==> src/rtl/pt_walker_pkg.sv <==
package pt_walker_pkg;
    parameter int VA_W    = 32;
    parameter int OFF_W   = 12;
    parameter int IDX_W   = 10;
    localparam int FRAME_W = VA_W - OFF_W;
    localparam int CAUSE_W = 2;

    // entry field positions
    localparam int PTE_V  = 0;
    localparam int PTE_W  = 1;
    localparam int PTE_U  = 2;
    localparam int PTE_R  = 3;
    localparam int PTE_D  = 4;
    localparam int PTE_CD = 5;

    typedef enum logic [2:0] {
        ST_IDLE,
        ST_OUTER,
        ST_INNER,
        ST_WB,
        ST_RESP
    } walk_state_e;

    typedef enum logic [CAUSE_W-1:0] {
        CAUSE_NONE   = 2'd0,
        CAUSE_ABSENT = 2'd1,
        CAUSE_PROT   = 2'd2
    } fault_cause_e;

    typedef struct packed {
        walk_state_e        state;
        logic [VA_W-1:0]    vaddr;
        logic               write;
        logic               user;
        logic [FRAME_W-1:0] inner_frame;
        logic [VA_W-1:0]    entry;
        fault_cause_e       cause;
        logic               fault;
        logic [VA_W-1:0]    paddr;
        logic               nocache;
    } walk_regs_t;
endpackage

==> src/rtl/pt_addr_gen.sv <==
module pt_addr_gen
    import pt_walker_pkg::*;
(
    input  logic [FRAME_W-1:0] base_frame,
    input  logic [IDX_W-1:0]   index,
    output logic [VA_W-1:0]    entry_addr
);
    localparam int PAD_W = VA_W - FRAME_W - IDX_W;

    always_comb begin
        entry_addr = {base_frame, index, {PAD_W{1'b0}}};
    end
endmodule

==> src/rtl/pt_entry_check.sv <==
module pt_entry_check
    import pt_walker_pkg::*;
(
    input  logic [VA_W-1:0] entry,
    input  logic            is_write,
    input  logic            is_user,
    output fault_cause_e    cause,
    output logic [VA_W-1:0] new_entry,
    output logic            need_wb
);
    logic prot_bad;

    always_comb begin
        prot_bad  = (is_write && !entry[PTE_W]) || (is_user && !entry[PTE_U]);
        new_entry = entry;
        new_entry[PTE_R] = 1'b1;
        if (is_write) begin
            new_entry[PTE_D] = 1'b1;
        end
        if (!entry[PTE_V]) begin
            cause = CAUSE_ABSENT;
        end else if (prot_bad) begin
            cause = CAUSE_PROT;
        end else begin
            cause = CAUSE_NONE;
        end
        need_wb = (cause == CAUSE_NONE) && (new_entry != entry);
    end
endmodule

==> src/rtl/pt_walker.sv <==
module pt_walker
    import pt_walker_pkg::*;
(
    input  logic               clk,
    input  logic               rst_n,
    input  logic [FRAME_W-1:0] tbl_base,
    input  logic               req_valid,
    output logic               req_ready,
    input  logic [VA_W-1:0]    req_vaddr,
    input  logic               req_write,
    input  logic               req_user,
    output logic               mem_req,
    output logic               mem_we,
    output logic [VA_W-1:0]    mem_addr,
    output logic [VA_W-1:0]    mem_wdata,
    input  logic               mem_ack,
    input  logic [VA_W-1:0]    mem_rdata,
    output logic               rsp_valid,
    input  logic               rsp_ready,
    output logic [VA_W-1:0]    rsp_paddr,
    output logic               rsp_fault,
    output logic [CAUSE_W-1:0] rsp_cause,
    output logic               rsp_nocache
);
    localparam int OUT_LSB = OFF_W + IDX_W;

    walk_regs_t   r_q, r_d;
    logic [VA_W-1:0] outer_addr, inner_addr;
    fault_cause_e chk_cause;
    logic [VA_W-1:0] chk_entry;
    logic         chk_wb;

    pt_addr_gen u_outer_addr (
        .base_frame (tbl_base),
        .index      (r_q.vaddr[VA_W-1:OUT_LSB]),
        .entry_addr (outer_addr)
    );

    pt_addr_gen u_inner_addr (
        .base_frame (r_q.inner_frame),
        .index      (r_q.vaddr[OUT_LSB-1:OFF_W]),
        .entry_addr (inner_addr)
    );

    pt_entry_check u_check (
        .entry     (mem_rdata),
        .is_write  (r_q.write),
        .is_user   (r_q.user),
        .cause     (chk_cause),
        .new_entry (chk_entry),
        .need_wb   (chk_wb)
    );

    always_comb begin
        r_d       = r_q;
        mem_req   = 1'b0;
        mem_we    = 1'b0;
        mem_addr  = '0;
        mem_wdata = '0;
        unique case (r_q.state)
            ST_IDLE: begin
                if (req_valid) begin
                    r_d.vaddr   = req_vaddr;
                    r_d.write   = req_write;
                    r_d.user    = req_user;
                    r_d.cause   = CAUSE_NONE;
                    r_d.fault   = 1'b0;
                    r_d.paddr   = '0;
                    r_d.nocache = 1'b0;
                    r_d.state   = ST_OUTER;
                end
            end
            ST_OUTER: begin
                mem_req  = 1'b1;
                mem_addr = outer_addr;
                if (mem_ack) begin
                    if (!mem_rdata[PTE_V]) begin
                        r_d.cause = CAUSE_ABSENT;
                        r_d.fault = 1'b1;
                        r_d.state = ST_RESP;
                    end else begin
                        r_d.inner_frame = mem_rdata[VA_W-1:OFF_W];
                        r_d.state       = ST_INNER;
                    end
                end
            end
            ST_INNER: begin
                mem_req  = 1'b1;
                mem_addr = inner_addr;
                if (mem_ack) begin
                    r_d.cause = chk_cause;
                    r_d.entry = chk_entry;
                    if (chk_cause == CAUSE_NONE) begin
                        r_d.fault   = 1'b0;
                        r_d.paddr   = {mem_rdata[VA_W-1:OFF_W], r_q.vaddr[OFF_W-1:0]};
                        r_d.nocache = mem_rdata[PTE_CD];
                        r_d.state   = chk_wb ? ST_WB : ST_RESP;
                    end else begin
                        r_d.fault = 1'b1;
                        r_d.state = ST_RESP;
                    end
                end
            end
            ST_WB: begin
                mem_req   = 1'b1;
                mem_we    = 1'b1;
                mem_addr  = inner_addr;
                mem_wdata = r_q.entry;
                if (mem_ack) begin
                    r_d.state = ST_RESP;
                end
            end
            ST_RESP: begin
                if (rsp_ready) begin
                    r_d.state = ST_IDLE;
                end
            end
            default: r_d.state = ST_IDLE;
        endcase
    end

    always_ff @(posedge clk) begin
        if (!rst_n) begin
            r_q       <= '0;
            r_q.state <= ST_IDLE;
            r_q.cause <= CAUSE_NONE;
        end else begin
            r_q <= r_d;
        end
    end

    assign req_ready   = (r_q.state == ST_IDLE);
    assign rsp_valid   = (r_q.state == ST_RESP);
    assign rsp_paddr   = r_q.paddr;
    assign rsp_fault   = r_q.fault;
    assign rsp_cause   = r_q.cause;
    assign rsp_nocache = r_q.nocache;

    AST_IDLE_QUIET: assert property (@(posedge clk) disable iff (!rst_n)
        req_ready |-> (!rsp_valid && !mem_req));

    AST_RSP_HOLD: assert property (@(posedge clk) disable iff (!rst_n)
        (rsp_valid && !rsp_ready) |=> (rsp_valid && $stable(rsp_paddr)
            && $stable(rsp_cause) && $stable(rsp_nocache)));

    AST_MEM_HOLD: assert property (@(posedge clk) disable iff (!rst_n)
        (mem_req && !mem_ack) |=> (mem_req && $stable(mem_addr)
            && $stable(mem_we) && $stable(mem_wdata)));

    AST_FAULT_CAUSE: assert property (@(posedge clk) disable iff (!rst_n)
        rsp_valid |-> (rsp_fault == (rsp_cause != 2'd0)));

    AST_FAULT_NO_ADDR: assert property (@(posedge clk) disable iff (!rst_n)
        (rsp_valid && rsp_fault) |-> (rsp_paddr == '0 && !rsp_nocache));

    AST_WB_ONLY_OK: assert property (@(posedge clk) disable iff (!rst_n)
        (mem_req && mem_we) |-> (rsp_cause == 2'd0 && mem_wdata[PTE_R] && mem_wdata[PTE_V]));

    AST_WB_DIRTY_ON_WRITE: assert property (@(posedge clk) disable iff (!rst_n)
        (mem_req && mem_we && r_q.write) |-> mem_wdata[PTE_D]);
endmodule

==> config.mk <==
export PLATFORM = sky130hd
export DESIGN_NAME = pt_walker
export DESIGN_NICKNAME = d
export VERILOG_FILES = /design/src/rtl/pt_walker_pkg.sv /design/src/rtl/pt_addr_gen.sv /design/src/rtl/pt_entry_check.sv /design/src/rtl/pt_walker.sv
export SDC_FILE = /design/constraint.sdc
export NUM_CORES = 1
export LEC_CHECK = 0
export BUFFER_PORTS_ARGS = -buffer_cell sky130_fd_sc_hd__buf_4
export CAP_MARGIN = 20
export CORE_MARGIN = 4
export CORE_UTILIZATION = 54
export DETAILED_ROUTE_END_ITERATION = 10
export PLACE_DENSITY = 0.85
export SYNTH_ARGS = -nofsm -noshare
export SYNTH_HDL_FRONTEND = slang
export SYNTH_SLANG_ARGS = --single-unit
==> constraint.sdc <==
create_clock -name clk -period 2.2 [get_ports clk]
set_input_delay 0.11 -clock clk [delete_from_list [all_inputs] [get_ports clk]]
set_output_delay 0.11 -clock clk [all_outputs]
set_load 0.02 [all_outputs]
==> metrics.csv <==
stage;metric;value;unit
sta;fin_tns_setup;0;ps
sta;setup_viol_count_final;0;
power;powerDensity;717.8;nW/um^2
clock_tree;post_cts_buffers;0;
worst_setup_path;cp_max_fo;31;
synthesis;syn_avg_cell_area;8.604;sq um
drt;wire_per_inst;18.02;um
synthesis;netlist_instances;655;
synthesis;synth_ff_type;dfxtp_1;
sta;grt_setup_unrepaired;false;
outcome;status;complete, no violations;
global_routing;gr-usage-all-layers;0.3010;
drt;firstDrtPassIters;5;
clock_tree;cts-htree-levels;4;
die;die-area;12130;sq um
clock_tree;cts_made_buffers;17;
sta;fmax;0.4786;GHz
drt;route.vias.total;5660;
clock_tree;cts.path.max_buffers;2;
worst_setup_path;cpMaxStageDelayCell;dfxtp_1;
power;p_leak;0.003751;uW
synthesis;synth_top_family_by_area;simple AND/OR/NAND/NOR gates;
clock_tree;insertion_delay;510;ps
power;finalPower;5846;uW
synthesis;ys_ff_latch;125;
sta;min_period;2089;ps
worst_setup_path;path_delay_family;buffers and inverters;
min_path;hp-class;input pin to flop;
global_routing;grt_pass1_vias;5652;
synthesis;synth_top_area_frac;0.4440;
synthesis;synth_async_sr_flop_share;0;
final_layout;syn2layout_area_growth;44.52;%
die;die_h;110.2;um
worst_setup_path;worstPathArrival;1980;ps
sta;maxSlewViolCount;0;
clock_tree;cts_tree;yes;
worst_setup_path;r2r_slack;150;ps
worst_setup_path;cp_num_buf_inv;3;
global_routing;grt_pass1_wl;28400;um
place;hpwl;11240;um
synthesis;ys_warn_count;0;
clock_tree;path_clk_slew;60;ps
worst_setup_path;path_class;flop to output port;
final_layout;nNetsFinal;951;
synthesis;synth_adder_area_share;0;
drt;drt_wl_total;18200;um
synthesis;synth_xor_area_frac;0;
clock_tree;clock-root-buffer;clkbuf_8;
synthesis;synth_edf_count;0;
drt;drt-initial-drc-count;378;
synthesis;syn_area;5635;sq um
drt;drc_errors;0;
global_routing;grt_overflow;0;
synthesis;ys_seq_area_frac;0.4440;
synthesis;yosysMostFrequentCell;nand2_1;
die;pin_count;195;
die;fp.dieW;110.2;um
worst_setup_path;crit_top_cell;buf_4;
final_layout;drive_gt1_frac;0.2875;
sta;hold_ws;69.52;ps
synthesis;synth-simple-area-share;0.2285;
worst_setup_path;crit_path_end_kind;output port;
place;gp_congestion;0.8581;
global_routing;grt_max_degree;55;
worst_setup_path;cp-start-kind;flop;
synthesis;synth_compound_area_frac;0.2262;
die;start_util;0.5508;
worst_setup_path;cp_slowest_stage_delay;320;ps
run;max_cap_viol_count;0;
synthesis;yosys-top-cells-area;dfxtp_1, nand2_1, a21boi_1;
final_layout;final_util;0.7960;
synthesis;synth_commonest_cells;nand2_1, dfxtp_1, a21boi_1;
synthesis;synthMuxAreaShare;0.003996;
sta;skew;8.405;ps
die;row_count;37;
worst_setup_path;critPathRequiredTime;2090;ps
worst_setup_path;crit_chain;buf_4 > nor2b_2 > buf_4 > a22o_1 > buf_4;
sta;tightest_slew;1040;ps
global_routing;antenna_found_initial;0;
power;peakVddDrop;0.5666;mV
die;core-area;10230;sq um
sta;min_period_over_period;0.9497;
drt;final_antenna_net_count;0;
sta;slew_headroom;0.3065;
synthesis;synth_top_cell_by_area;dfxtp_1;
sta;hold_viol;0;
place;io_buffers;192;
synthesis;synthDistinctLibCells;39;
clock_tree;ctsHoldBuffers;67;
clock_tree;cts_resized;0;
clock_tree;cts.sinks;125;
drt;via_per_inst;5.604;
sequential cells by signal, summed over array words and instances (netlist names):
register,count
r_q,89
rsp_fault,1
rsp_nocache,1
rsp_paddr,32
rsp_cause,2
metrics by stage:
step | area (sq um) | std cells | setup WS [ps]
after floorplan | 5639 | 656 | 547.2
after global placement | 6874 | 910 | 391.9
after detailed placement | 6874 | 910 | 236.7
after CTS | 8142 | 1009 | 148.7
after global routing | 8142 | 1009 | 1.840
final | 8144 | 1010 | 110.7
area by class of cell:
cell class	instances	area [sq um]
diodes	1	2.502
inverters	2	7.507
repair buffers	279	2262
clock inverters	12	161.4
fillers	638	2087
flip-flops and latches	125	2502
multi-input cells	435	2603
clock buffers	20	435.4
well taps	136	170.2
logic make-up after synthesis:
| family | after synthesis |
|---|---|
| DFF | 125 |
| buffers and inverters | 96 |
| muxes | 2 |
| AOI/OAI and AO/OA | 160 |
| and+or+nand+nor | 271 |
| other | 1 |
layout by cell type, fill, tap and decap left out, drive strengths merged, types with 2 or more instances in the layout:
| master | Yosys | final |
|---|---|---|
| dlygate4sd3 | 0 | 67 |
| conb | 1 | 2 |
| bufinv | 0 | 3 |
| and3 | 68 | 68 |
| clkinv | 0 | 4 |
| clkbuf | 32 | 20 |
| nand3 | 3 | 3 |
| nor2b | 7 | 7 |
| and2 | 3 | 3 |
| a21boi | 84 | 84 |
| nor3b | 3 | 3 |
| nand3b | 3 | 3 |
| clkinvlp | 0 | 3 |
| o21ai | 3 | 3 |
| nor3 | 3 | 3 |
| a31oi | 2 | 2 |
| a22o | 30 | 30 |
| dfxtp | 125 | 125 |
| and4bb | 2 | 2 |
| inv | 2 | 4 |
| a31o | 33 | 33 |
| buf | 62 | 212 |
| nor2 | 5 | 5 |
| o211a | 2 | 2 |
| nand2 | 172 | 172 |
| mux2 | 2 | 2 |
power breakdown:
part | switching [uW] | internal [uW] | total [uW]
combinational | 344 | 340 | 684
clock | 1030 | 1770 | 2800
sequential | 38.3 | 2330 | 2370
tightest hold or removal path: stages:
cell and delay, ps:
buf_4 80, a211oi_1 90, a21oi_1 150, o21ai_0 90
per-layer routing:
layer / GRT usage / share of wire / vias to the layer above
met5: 0 / 0 / -
met4: 0.1425 / 0.029 / 0
met3: 0.07746 / 0.086 / 56
met2: 0.5221 / 0.50 / 284
met1: 0.3454 / 0.38 / 2697
li1: - / - / 2623
path summary, 6_finish.rpt:
kind	startpoint	end	cells past startpoint
setup / recovery	r_q[123]	mem_addr[31]	5
hold / removal	mem_rdata[3]	r_q[122]	4
setup reg to reg	r_q[124]	rsp_paddr[25]	4
hold reg to reg	r_q[93]	r_q[93]	2
Power figures use the tool's default switching activity.
